===== src/rtl/wbm_pkg.sv =====
package wbm_pkg;
  localparam int BANK_W = 2;

  typedef enum logic [BANK_W-1:0] {
    BANK_ROM  = 2'd0,
    BANK_SRAM = 2'd1,
    BANK_DRAM = 2'd2
  } bank_e;
endpackage


===== src/rtl/wbm_rst_sync.sv =====
module wbm_rst_sync #(
  parameter int STAGES = 2
) (
  input  logic clk,
  input  logic rst_n,
  output logic rst_sync_n
);
  logic [STAGES-1:0] sh_q;
  logic [STAGES-1:0] sh_d;

  always_comb begin
    sh_d = {sh_q[STAGES-2:0], 1'b1};
  end

  always_ff @(posedge clk or negedge rst_n) begin
    if (!rst_n) sh_q <= '0;
    else        sh_q <= sh_d;
  end

  assign rst_sync_n = sh_q[STAGES-1];
endmodule


===== src/rtl/wbm_io_decode.sv =====
module wbm_io_decode #(
  parameter int          IO_AW     = 8,
  parameter logic [7:0]  PORT_BASE = 8'h00,
  parameter int          SPAN_W    = 3,
  parameter int          N_BANKS   = 3,
  parameter int          WIN_W     = 4,
  parameter int          BANK_W    = wbm_pkg::BANK_W
) (
  input  logic              clk,
  input  logic              rst_ni,
  input  logic              io_wr,
  input  logic [IO_AW-1:0]  io_addr,
  input  logic [7:0]        io_wdata,
  input  logic [7:0]        io_sel,
  output logic              upd_en,
  output logic [WIN_W-1:0]  upd_win,
  output logic [BANK_W-1:0] upd_bank,
  output logic              code_err
);
  localparam int TAG_W = IO_AW - SPAN_W;

  logic               port_hit;
  logic [N_BANKS-1:0] code_match;
  logic               code_ok;
  logic               code_zero;
  logic               err_d;
  logic               err_q;

  assign port_hit = io_wr && (io_addr[IO_AW-1:SPAN_W] == PORT_BASE[IO_AW-1:SPAN_W]);

  for (genvar b = 0; b < N_BANKS; b++) begin : g_code
    assign code_match[b] = (io_wdata == 8'(1 << b));
  end

  assign code_ok   = |code_match;
  assign code_zero = (io_wdata == 8'h00);

  always_comb begin
    upd_bank = '0;
    for (int b = 0; b < N_BANKS; b++) begin
      if (code_match[b]) upd_bank = BANK_W'(b);
    end
  end

  assign upd_en  = port_hit && code_ok;
  assign upd_win = io_sel[7 -: WIN_W];

  always_comb begin
    err_d = port_hit && !code_ok && !code_zero;
  end

  always_ff @(posedge clk or negedge rst_ni) begin
    if (!rst_ni) err_q <= 1'b0;
    else         err_q <= err_d;
  end

  assign code_err = err_q;

  logic unused_tag;
  assign unused_tag = ^{TAG_W{1'b0}};
endmodule


===== src/rtl/wbm_map_table.sv =====
module wbm_map_table #(
  parameter int WIN_W  = 4,
  parameter int BANK_W = wbm_pkg::BANK_W
) (
  input  logic                                   clk,
  input  logic                                   rst_ni,
  input  logic                                   upd_en,
  input  logic [WIN_W-1:0]                       upd_win,
  input  logic [BANK_W-1:0]                      upd_bank,
  output logic [(1<<WIN_W)*(BANK_W+WIN_W)-1:0]   map_flat
);
  localparam int N_WIN = 1 << WIN_W;
  localparam int ENT_W = BANK_W + WIN_W;

  for (genvar w = 0; w < N_WIN; w++) begin : g_win
    logic             ld;
    logic [ENT_W-1:0] ent_d;
    logic [ENT_W-1:0] ent_q;

    assign ld = upd_en && (upd_win == WIN_W'(w));

    always_comb begin
      ent_d = ent_q;
      if (ld) ent_d = {upd_bank, WIN_W'(w)};
    end

    always_ff @(posedge clk or negedge rst_ni) begin
      if (!rst_ni) ent_q <= '0;
      else         ent_q <= ent_d;
    end

    assign map_flat[w*ENT_W +: ENT_W] = ent_q;
  end
endmodule


===== src/rtl/wbm_xlate.sv =====
module wbm_xlate #(
  parameter int WIN_W   = 4,
  parameter int OFF_W   = 12,
  parameter int N_BANKS = 3,
  parameter int BANK_W  = wbm_pkg::BANK_W,
  parameter int RO_BANK = 0,
  parameter logic [N_BANKS*(WIN_W+OFF_W)-1:0] POP_LO = '0,
  parameter logic [N_BANKS*(WIN_W+OFF_W)-1:0] POP_HI = '1
) (
  input  logic [WIN_W+OFF_W-1:0]               mem_addr,
  input  logic                                 mem_valid,
  input  logic                                 mem_we,
  input  logic [(1<<WIN_W)*(BANK_W+WIN_W)-1:0] map_flat,
  output logic [BANK_W+WIN_W+OFF_W-1:0]        phys_addr,
  output logic                                 phys_we,
  output logic                                 unpop,
  output logic                                 wp_err
);
  localparam int CPU_AW = WIN_W + OFF_W;
  localparam int ENT_W  = BANK_W + WIN_W;

  logic [WIN_W-1:0]   win;
  logic [ENT_W-1:0]   ent;
  logic [BANK_W-1:0]  bank;
  logic [CPU_AW-1:0]  inb;
  logic [N_BANKS-1:0] pop_vec;
  logic               populated;
  logic               ro_hit;

  assign win  = mem_addr[CPU_AW-1:OFF_W];
  assign ent  = map_flat[win*ENT_W +: ENT_W];
  assign bank = ent[ENT_W-1:WIN_W];
  assign inb  = {ent[WIN_W-1:0], mem_addr[OFF_W-1:0]};

  for (genvar b = 0; b < N_BANKS; b++) begin : g_pop
    assign pop_vec[b] = (inb >= POP_LO[b*CPU_AW +: CPU_AW]) &&
                        (inb <= POP_HI[b*CPU_AW +: CPU_AW]);
  end

  always_comb begin
    populated = 1'b0;
    for (int b = 0; b < N_BANKS; b++) begin
      if (bank == BANK_W'(b)) populated = pop_vec[b];
    end
  end

  assign ro_hit    = (bank == BANK_W'(RO_BANK));
  assign phys_addr = {bank, inb};
  assign unpop     = mem_valid && !populated;
  assign wp_err    = mem_valid && mem_we && ro_hit;
  assign phys_we   = mem_valid && mem_we && !ro_hit;
endmodule


===== src/rtl/win_bank_mapper.sv =====
module win_bank_mapper #(
  parameter int         IO_AW     = 8,
  parameter logic [7:0] PORT_BASE = 8'h00,
  parameter int         SPAN_W    = 3,
  parameter int         WIN_W     = 4,
  parameter int         OFF_W     = 12,
  parameter int         N_BANKS   = 3,
  parameter int         RO_BANK   = 0,
  parameter logic [N_BANKS*(WIN_W+OFF_W)-1:0] POP_LO = {16'h0000, 16'h2000, 16'h0000},
  parameter logic [N_BANKS*(WIN_W+OFF_W)-1:0] POP_HI = {16'hFFFF, 16'h2FFF, 16'h1FFF}
) (
  input  logic                                      clk,
  input  logic                                      rst_n,
  input  logic                                      io_wr,
  input  logic [IO_AW-1:0]                          io_addr,
  input  logic [7:0]                                io_wdata,
  input  logic [7:0]                                io_sel,
  output logic [7:0]                                io_rdata,
  input  logic [WIN_W+OFF_W-1:0]                    mem_addr,
  input  logic                                      mem_valid,
  input  logic                                      mem_we,
  output logic [wbm_pkg::BANK_W+WIN_W+OFF_W-1:0]    phys_addr,
  output logic                                      phys_we,
  output logic                                      unpop,
  output logic                                      wp_err,
  output logic                                      code_err
);
  localparam int BANK_W = wbm_pkg::BANK_W;
  localparam int N_WIN  = 1 << WIN_W;
  localparam int ENT_W  = BANK_W + WIN_W;

  logic                     rst_sync_n;
  logic                     upd_en;
  logic [WIN_W-1:0]         upd_win;
  logic [BANK_W-1:0]        upd_bank;
  logic [N_WIN*ENT_W-1:0]   map_flat;

  wbm_rst_sync #(.STAGES(2)) u_rst (
    .clk       (clk),
    .rst_n     (rst_n),
    .rst_sync_n(rst_sync_n)
  );

  wbm_io_decode #(
    .IO_AW(IO_AW), .PORT_BASE(PORT_BASE), .SPAN_W(SPAN_W),
    .N_BANKS(N_BANKS), .WIN_W(WIN_W), .BANK_W(BANK_W)
  ) u_dec (
    .clk     (clk),
    .rst_ni  (rst_sync_n),
    .io_wr   (io_wr),
    .io_addr (io_addr),
    .io_wdata(io_wdata),
    .io_sel  (io_sel),
    .upd_en  (upd_en),
    .upd_win (upd_win),
    .upd_bank(upd_bank),
    .code_err(code_err)
  );

  wbm_map_table #(.WIN_W(WIN_W), .BANK_W(BANK_W)) u_tbl (
    .clk     (clk),
    .rst_ni  (rst_sync_n),
    .upd_en  (upd_en),
    .upd_win (upd_win),
    .upd_bank(upd_bank),
    .map_flat(map_flat)
  );

  wbm_xlate #(
    .WIN_W(WIN_W), .OFF_W(OFF_W), .N_BANKS(N_BANKS), .BANK_W(BANK_W),
    .RO_BANK(RO_BANK), .POP_LO(POP_LO), .POP_HI(POP_HI)
  ) u_xl (
    .mem_addr (mem_addr),
    .mem_valid(mem_valid),
    .mem_we   (mem_we),
    .map_flat (map_flat),
    .phys_addr(phys_addr),
    .phys_we  (phys_we),
    .unpop    (unpop),
    .wp_err   (wp_err)
  );

  assign io_rdata = 8'h00;
endmodule


===== config.mk =====
export PLATFORM = sky130hd
export DESIGN_NAME = win_bank_mapper
export DESIGN_NICKNAME = d
export VERILOG_FILES = /design/src/rtl/wbm_pkg.sv /design/src/rtl/wbm_rst_sync.sv /design/src/rtl/wbm_io_decode.sv /design/src/rtl/wbm_map_table.sv /design/src/rtl/wbm_xlate.sv /design/src/rtl/win_bank_mapper.sv
export SDC_FILE = /design/constraint.sdc
export NUM_CORES = 1
export LEC_CHECK = 0
export BUFFER_PORTS_ARGS = -buffer_cell sky130_fd_sc_hd__buf_2
export CORE_ASPECT_RATIO = 1.1
export CORE_MARGIN = 3
export CORE_UTILIZATION = 54
export CTS_CLUSTER_DIAMETER = 40
export CTS_CLUSTER_SIZE = 30
export DETAILED_ROUTE_END_ITERATION = 12
export PLACE_DENSITY = 0.79
export SYNTH_ARGS = -nofsm -noshare
export SYNTH_HDL_FRONTEND = slang
export SYNTH_SLANG_ARGS = --single-unit
export TNS_END_PERCENT = 30

===== constraint.sdc =====
create_clock -name clk -period 6.4 [get_ports clk]
set_clock_uncertainty 0.1 [all_clocks]
set_input_delay 0.32 -clock clk [delete_from_list [all_inputs] [get_ports clk]]
set_output_delay 0.32 -clock clk [all_outputs]
set_load 0.01 [all_outputs]

# After elaboration in Yosys (flattened, before gate mapping)
# Index checks and enable logic that the tools add are counted.
[word_totals]
inputBits = 45
ramBits = 0
latchBits = 0
n_memories = 0
reg_bits = 67
rom_bits = 0
word_cells = 86
output_inout_bits = 30
[op_classes]
n_reduce_logical = 36
eq_ne = 20
n_mul = 1
bitwise_logic = 0
muxes = 5
div = 0
n_lt_le_gt_ge = 5
shifts = 1
addsub = 0
[ops]
columns = ["cell", "count"]
rows = [
  ["indexed part select 96 x 8 -> 6 bit", 1],
  ["== test 4 bit, second input constant", 8],
  ["logical AND 1 bit", 27],
  ["== test 4 x 3 -> 1 bit, second input constant", 4],
  [">= comparator 16 x 1 -> 1 bit, second input constant", 1],
  [">= comparator 16 x 14 -> 1 bit, second input constant", 1],
  ["<= comparator 16 x 13 -> 1 bit, second input constant", 1],
  ["<= comparator 16 x 14 -> 1 bit, second input constant", 1],
  ["<= comparator 16 bit, second input constant", 1],
  ["== test 4 x 2 -> 1 bit, second input constant", 2],
  ["== test 8 x 1 -> 1 bit, second input constant", 1],
  ["== test 8 x 2 -> 1 bit, second input constant", 1],
  ["== test 8 x 3 -> 1 bit, second input constant", 1],
  ["zero test 8 bit", 1],
  ["multiplier 4 x 2 -> 6 bit, second input constant", 1],
  ["zero test 5 bit", 1],
  ["== test 4 x 1 -> 1 bit, second input constant", 1],
  ["zero test 1 bit", 4],
  ["zero test 4 bit", 1],
  ["2-to-1 mux 1 bit", 4],
  ["OR reduction 3 bit", 1],
  ["== test 2 x 1 -> 1 bit, second input constant", 1],
  ["== test 2 bit, second input constant", 1],
  ["zero test 2 bit", 1],
  ["2-to-1 mux 2 bit", 1],
]

# Logic depth before layout (Yosys ltp)
[logic_depth]
ltp_word = 9
ltp_mapped = 7
ltp_nobuf = 5

# Hierarchy
# A second synthesis with hierarchy kept.
[hier_totals]
cells_unflattened = 293
area_unflattened_um2 = 3428.3
[by_module_without_submodules]
columns = ["module", "cells_per_inst", "area_per_inst_um2", "seq_area_each_um2", "n_inst"]
rows = [
  ["wbm_map_table", 170, 2154.6, 1176.1, 1],
  ["wbm_xlate", 92, 994.7, 0.0, 1],
  ["wbm_io_decode", 19, 161.4, 25.0, 1],
  ["win_bank_mapper", 9, 63.8, 0.0, 1],
  ["wbm_rst_sync", 3, 53.8, 50.0, 1],
]

# Least setup slack after synthesis
# No wires, ideal clock.
[synth_path]
path_type = "input-to-output"
start = "input mem_addr[12]"
end = "output unpop"
path_slack_ns = 3.512
stages = 7
arrival_time_ns = 2.468
n_path_buf = 2
required_time_ns = 5.980
path_cell_list = "clkbuf_1 buf_2 mux4_2 a22oi_1 nand2_1 nor4bb_1 nor4b_1"
[synth_between]
word_cells_on_any_way = 18
cone_classes = "1 x mul; 5 x order compare; 2 x eq/ne; 1 x shift; 3 x mux; 6 x reduce/logical"
[synth_lines]
columns = ["item", "line", "text"]
rows = [
  ["start, declared", "win_bank_mapper.sv:19", "input logic [WIN_W+OFF_W-1:0] mem_addr,"],
  ["multiplier 4 x 2 -> 6 bit (*)", "wbm_xlate.sv:31", "assign ent = map_flat[win*ENT_W +: ENT_W];"],
  ["indexed part select 96 x 8 -> 6 bit (*)", "wbm_xlate.sv:31", ""],
  ["net phys_addr (one bit)", "win_bank_mapper.sv:22", "output logic [wbm_pkg::BANK_W+WIN_W+OFF_W-1:0] phys_addr,"],
  ["zero test 2 bit", "wbm_xlate.sv:43", "if (bank == BANK_W'(b)) populated = pop_vec[b];"],
  ["2-to-1 mux 1 bit (2 in a row)", "wbm_xlate.sv:43", ""],
  ["2-to-1 mux 1 bit (*)", "wbm_xlate.sv:43", ""],
  ["zero test 1 bit (*)", "wbm_xlate.sv:49", "assign unpop = mem_valid && !populated;"],
  ["logical AND 1 bit (*)", "wbm_xlate.sv:49", ""],
  ["end, declared", "win_bank_mapper.sv:24", "output logic unpop,"],
]
# Mark *: on every way through the listed nets, which the timed path passes. The rest lies on a longest branch.

# Final worst setup path
[layout_path]
start = "input mem_addr[12]"
end = "output unpop"
[layout_between]
elab_chain_len = 9
word_cells_on_any_way = 18
cone_classes = "1 x mul; 5 x order compare; 2 x eq/ne; 1 x shift; 3 x mux; 6 x reduce/logical"
[layout_lines]
columns = ["item", "line", "text"]
rows = [
  ["multiplier 4 x 2 -> 6 bit (*)", "wbm_xlate.sv:31", ""],
  ["indexed part select 96 x 8 -> 6 bit (*)", "wbm_xlate.sv:31", ""],
  [">= comparator 16 x 1 -> 1 bit / <= comparator 16 x 13 -> 1 bit (equally long branches)", "wbm_xlate.sv:36, wbm_xlate.sv:37", ""],
  ["logical AND 1 bit", "wbm_xlate.sv:36", "assign pop_vec[b] = (inb >= POP_LO[b*CPU_AW +: CPU_AW]) &&"],
  ["2-to-1 mux 1 bit (2 in a row)", "wbm_xlate.sv:43", ""],
  ["2-to-1 mux 1 bit (*)", "wbm_xlate.sv:43", ""],
  ["zero test 1 bit (*)", "wbm_xlate.sv:49", ""],
  ["logical AND 1 bit (*)", "wbm_xlate.sv:49", ""],
]
# Every way passes the cells marked *; elsewhere a longest branch is shown, timed or not.

==> results.sh <==
export IMPL_synth_area_leaders="dfrtp_1 46%, mux2_2 12%, mux4_2 7.4%, buf_4 5.5%, mux2i_1 2.9%"
export IMPL_viasPerCell=5.84
export IMPL_coreArea_um2=4750
export IMPL_drive_above_1_share=0.400
export IMPL_h_tree_depth=2
export IMPL_grt_max_degree=49
export IMPL_dp_hpwl_mm=3.70
export IMPL_synth_async_reset_ratio=1.00
export IMPL_worstSetupEndpointType="output port"
export IMPL_path_delay_family="buffers and inverters"
export IMPL_ys_ff_latch=50
export IMPL_maxCapViolations=0
export IMPL_outcome="finished clean"
export IMPL_routed_wirelength_mm=4.87
export IMPL_nets=294
export IMPL_totalPowerFinal_uw=575
export IMPL_hp_class="input port to flop"
export IMPL_finalSetupViolCount=0
export IMPL_die_w_um=73.8
export IMPL_synth_ff_type="dfrtp_1"
export IMPL_leakage_nw=1.50
export IMPL_num_vias=1786
export IMPL_cts_made_buffers=5
export IMPL_yosys_warnings=0
export IMPL_insertion_delay_ps=290
export IMPL_portBuffers=35
export IMPL_grt_pass1_wl_mm=8.26
export IMPL_layout_commonest_cell="dfrtp_1"
export IMPL_powerDensity_nw_per_um2=194
export IMPL_final_cell_mix="49 x dfrtp_1, 35 x buf_2, 28 x mux2_2"
export IMPL_cts_max_path_buffers=2
export IMPL_slowest_delay_ps=590
export IMPL_post_cts_buffers=0
export IMPL_path_cells="buf_2 > mux4_2 > a22oi_1 > nand2_1 > nor4bb_1 > nor4b_1 > buf_2"
export IMPL_maxSlewHeadroom=0.235
export IMPL_yosysTopAreaCell="dfrtp_1"
export IMPL_ff2ff_path_depth=0
export IMPL_synth_area_um2=2730
export IMPL_first_global_vias=1804
export IMPL_gr_total_overflow=0
export IMPL_tightest_slew_ps=1150
export IMPL_clockRootBuffer="clkbuf_8"
export IMPL_cts_sinks=50
export IMPL_drv_slew=0
export IMPL_cp_num_cells=7
export IMPL_rows=26
export IMPL_route_detailed_drc=0
export IMPL_yosysTopAreaCellShare=0.459
export IMPL_drt_initial_drc_count=76
export IMPL_hold_viol_final=0
export IMPL_area_delta_synth_final_pct=8.39
export IMPL_max_freq_mhz=367
export IMPL_netlist_instances=228
export IMPL_diodes=0
export IMPL_ant_nets=0
export IMPL_cts_tree="built"
export IMPL_ys_seq_area_frac=0.459
export IMPL_die_y_um=80.5
export IMPL_critical_path_buf_inv_count=2
export IMPL_finalCritPeriodShare=0.425
export IMPL_gp_congestion=0.794
export IMPL_tns_ps=0
export IMPL_ir_drop_mv=0.114
export IMPL_worstPathRequired_ps=5980
export IMPL_placed_area_um2=2830
export IMPL_drtPass1Iterations=4
export IMPL_critical_path_class="input port to output port"
export IMPL_clk_pin_slew_ps=80
export IMPL_timing_critical_path_mode_cell="buf_2"
export IMPL_io_pins=75
export IMPL_crit_fanout=17
export IMPL_final_core_util=0.622
export IMPL_cts_hold_buf=1
export IMPL_final_area_um2=2960
export IMPL_worst_ep_arrival_time_ps=2300
export IMPL_worst_path_max_delay_cell="mux4_2"
export IMPL_fin_crit_ps=2720
export IMPL_rsz0062_at_grt="false"
export IMPL_antenna_found_initial=0
export IMPL_grt_total_usage=0.184
export IMPL_final_cells=306
export IMPL_wire_per_inst_um=15.9
export IMPL_synth_edff_count=0
export IMPL_min_delay_path_depth=3
export IMPL_start_util=0.574
export IMPL_syn_avg_cell_area_um2=12.0
export IMPL_dp_cells=297
export IMPL_ys_types=39
export IMPL_die_area_um2=5940
export IMPL_startpoint_type="input port"
export IMPL_postCtsResizedCells=0
power breakdown:
group	switching, mW	internal (mW)
sequential	0.00548	0.316
combinational	0.0210	0.0147
clock	0.101	0.117
total	0.127	0.448
tightest hold or removal path, cell delays in order:
cell    delay [ps]
buf_2           70
or4_4          110
nor3_1          50
registers in the layout (all words and copies together), names as in the netlist:
| register | count |
|---|---|
| u_rst.sh_q | 2 |
| u_dec.code_err | 1 |
| u_tbl.g_win.ent_q | 47 |
logic make-up after synthesis:
kind of cell | Yosys count | share of synthesized area
buf+inv | 32 | 0.0720
fa+ha+maj | 1 | 0.00367
mux | 51 | 0.244
compound gates | 17 | 0.0459
xor+xnor | 1 | 0.00321
other cells | 2 | 0.00275
simple gates | 74 | 0.170
flops | 50 | 0.459
layout make-up:
class	instances	area [µm²]
Fill cell	399	1790
Clock buffer	6	72.6
Tap cell	56	70.1
Inverter	3	11.3
Clock inverter	2	37.5
Multi-Input combinational cell	153	1330
Sequential cell	50	1250
Timing Repair Buffer	36	185
synth_stat cells, types with 5 or more instances:
| master | instances |
|---|---|
| mux2_2 | 28 |
| mux4_2 | 9 |
| or2_2 | 12 |
| mux2_1 | 6 |
| nor2_1 | 7 |
| dfrtp_1 | 50 |
| a22oi_1 | 5 |
| clkbuf_1 | 8 |
| nand2_1 | 6 |
| buf_4 | 20 |
| mux2i_1 | 8 |
| nor3_1 | 11 |
| nand2b_1 | 7 |
per-layer routing:
| metal | share of wire | vias to the layer above | global-route usage |
|---|---|---|---|
| met5 | 0 | - | 0 |
| met4 | 0.020 | 0 | 0.0797 |
| met3 | 0.070 | 8 | 0.0413 |
| met2 | 0.46 | 58 | 0.291 |
| met1 | 0.45 | 873 | 0.240 |
| li1 | - | 847 | - |
worst paths after layout:
check | from | to | slack (ps)
worst max-delay path | mem_addr[12] | unpop | 3680
worst min-delay path | io_addr[5] | u_dec.code_err | 190
worst min register to register | u_rst.sh_q[0] | u_rst.sh_q[1] | 260
min in group asynchronous | rst_n | u_rst.sh_q[1] | 230
max in group asynchronous | u_rst.sh_q[1] | u_tbl.g_win[1].ent_q[4] | 5260
worst max register to register | u_rst.sh_q[1] | u_tbl.g_win[1].ent_q[4] | 5260
metrics by stage:
step,hold slack (ps),setup WS [ps]
6_report,189,3680
5_1_grt,183,3480
4_1_cts,179,3670
3_5_place_dp,7.00,3500
3_3_place_gp,6.13,3560
2_1_floorplan,-75.6,3510
Note: power is estimated with default switching activity, not from simulation.
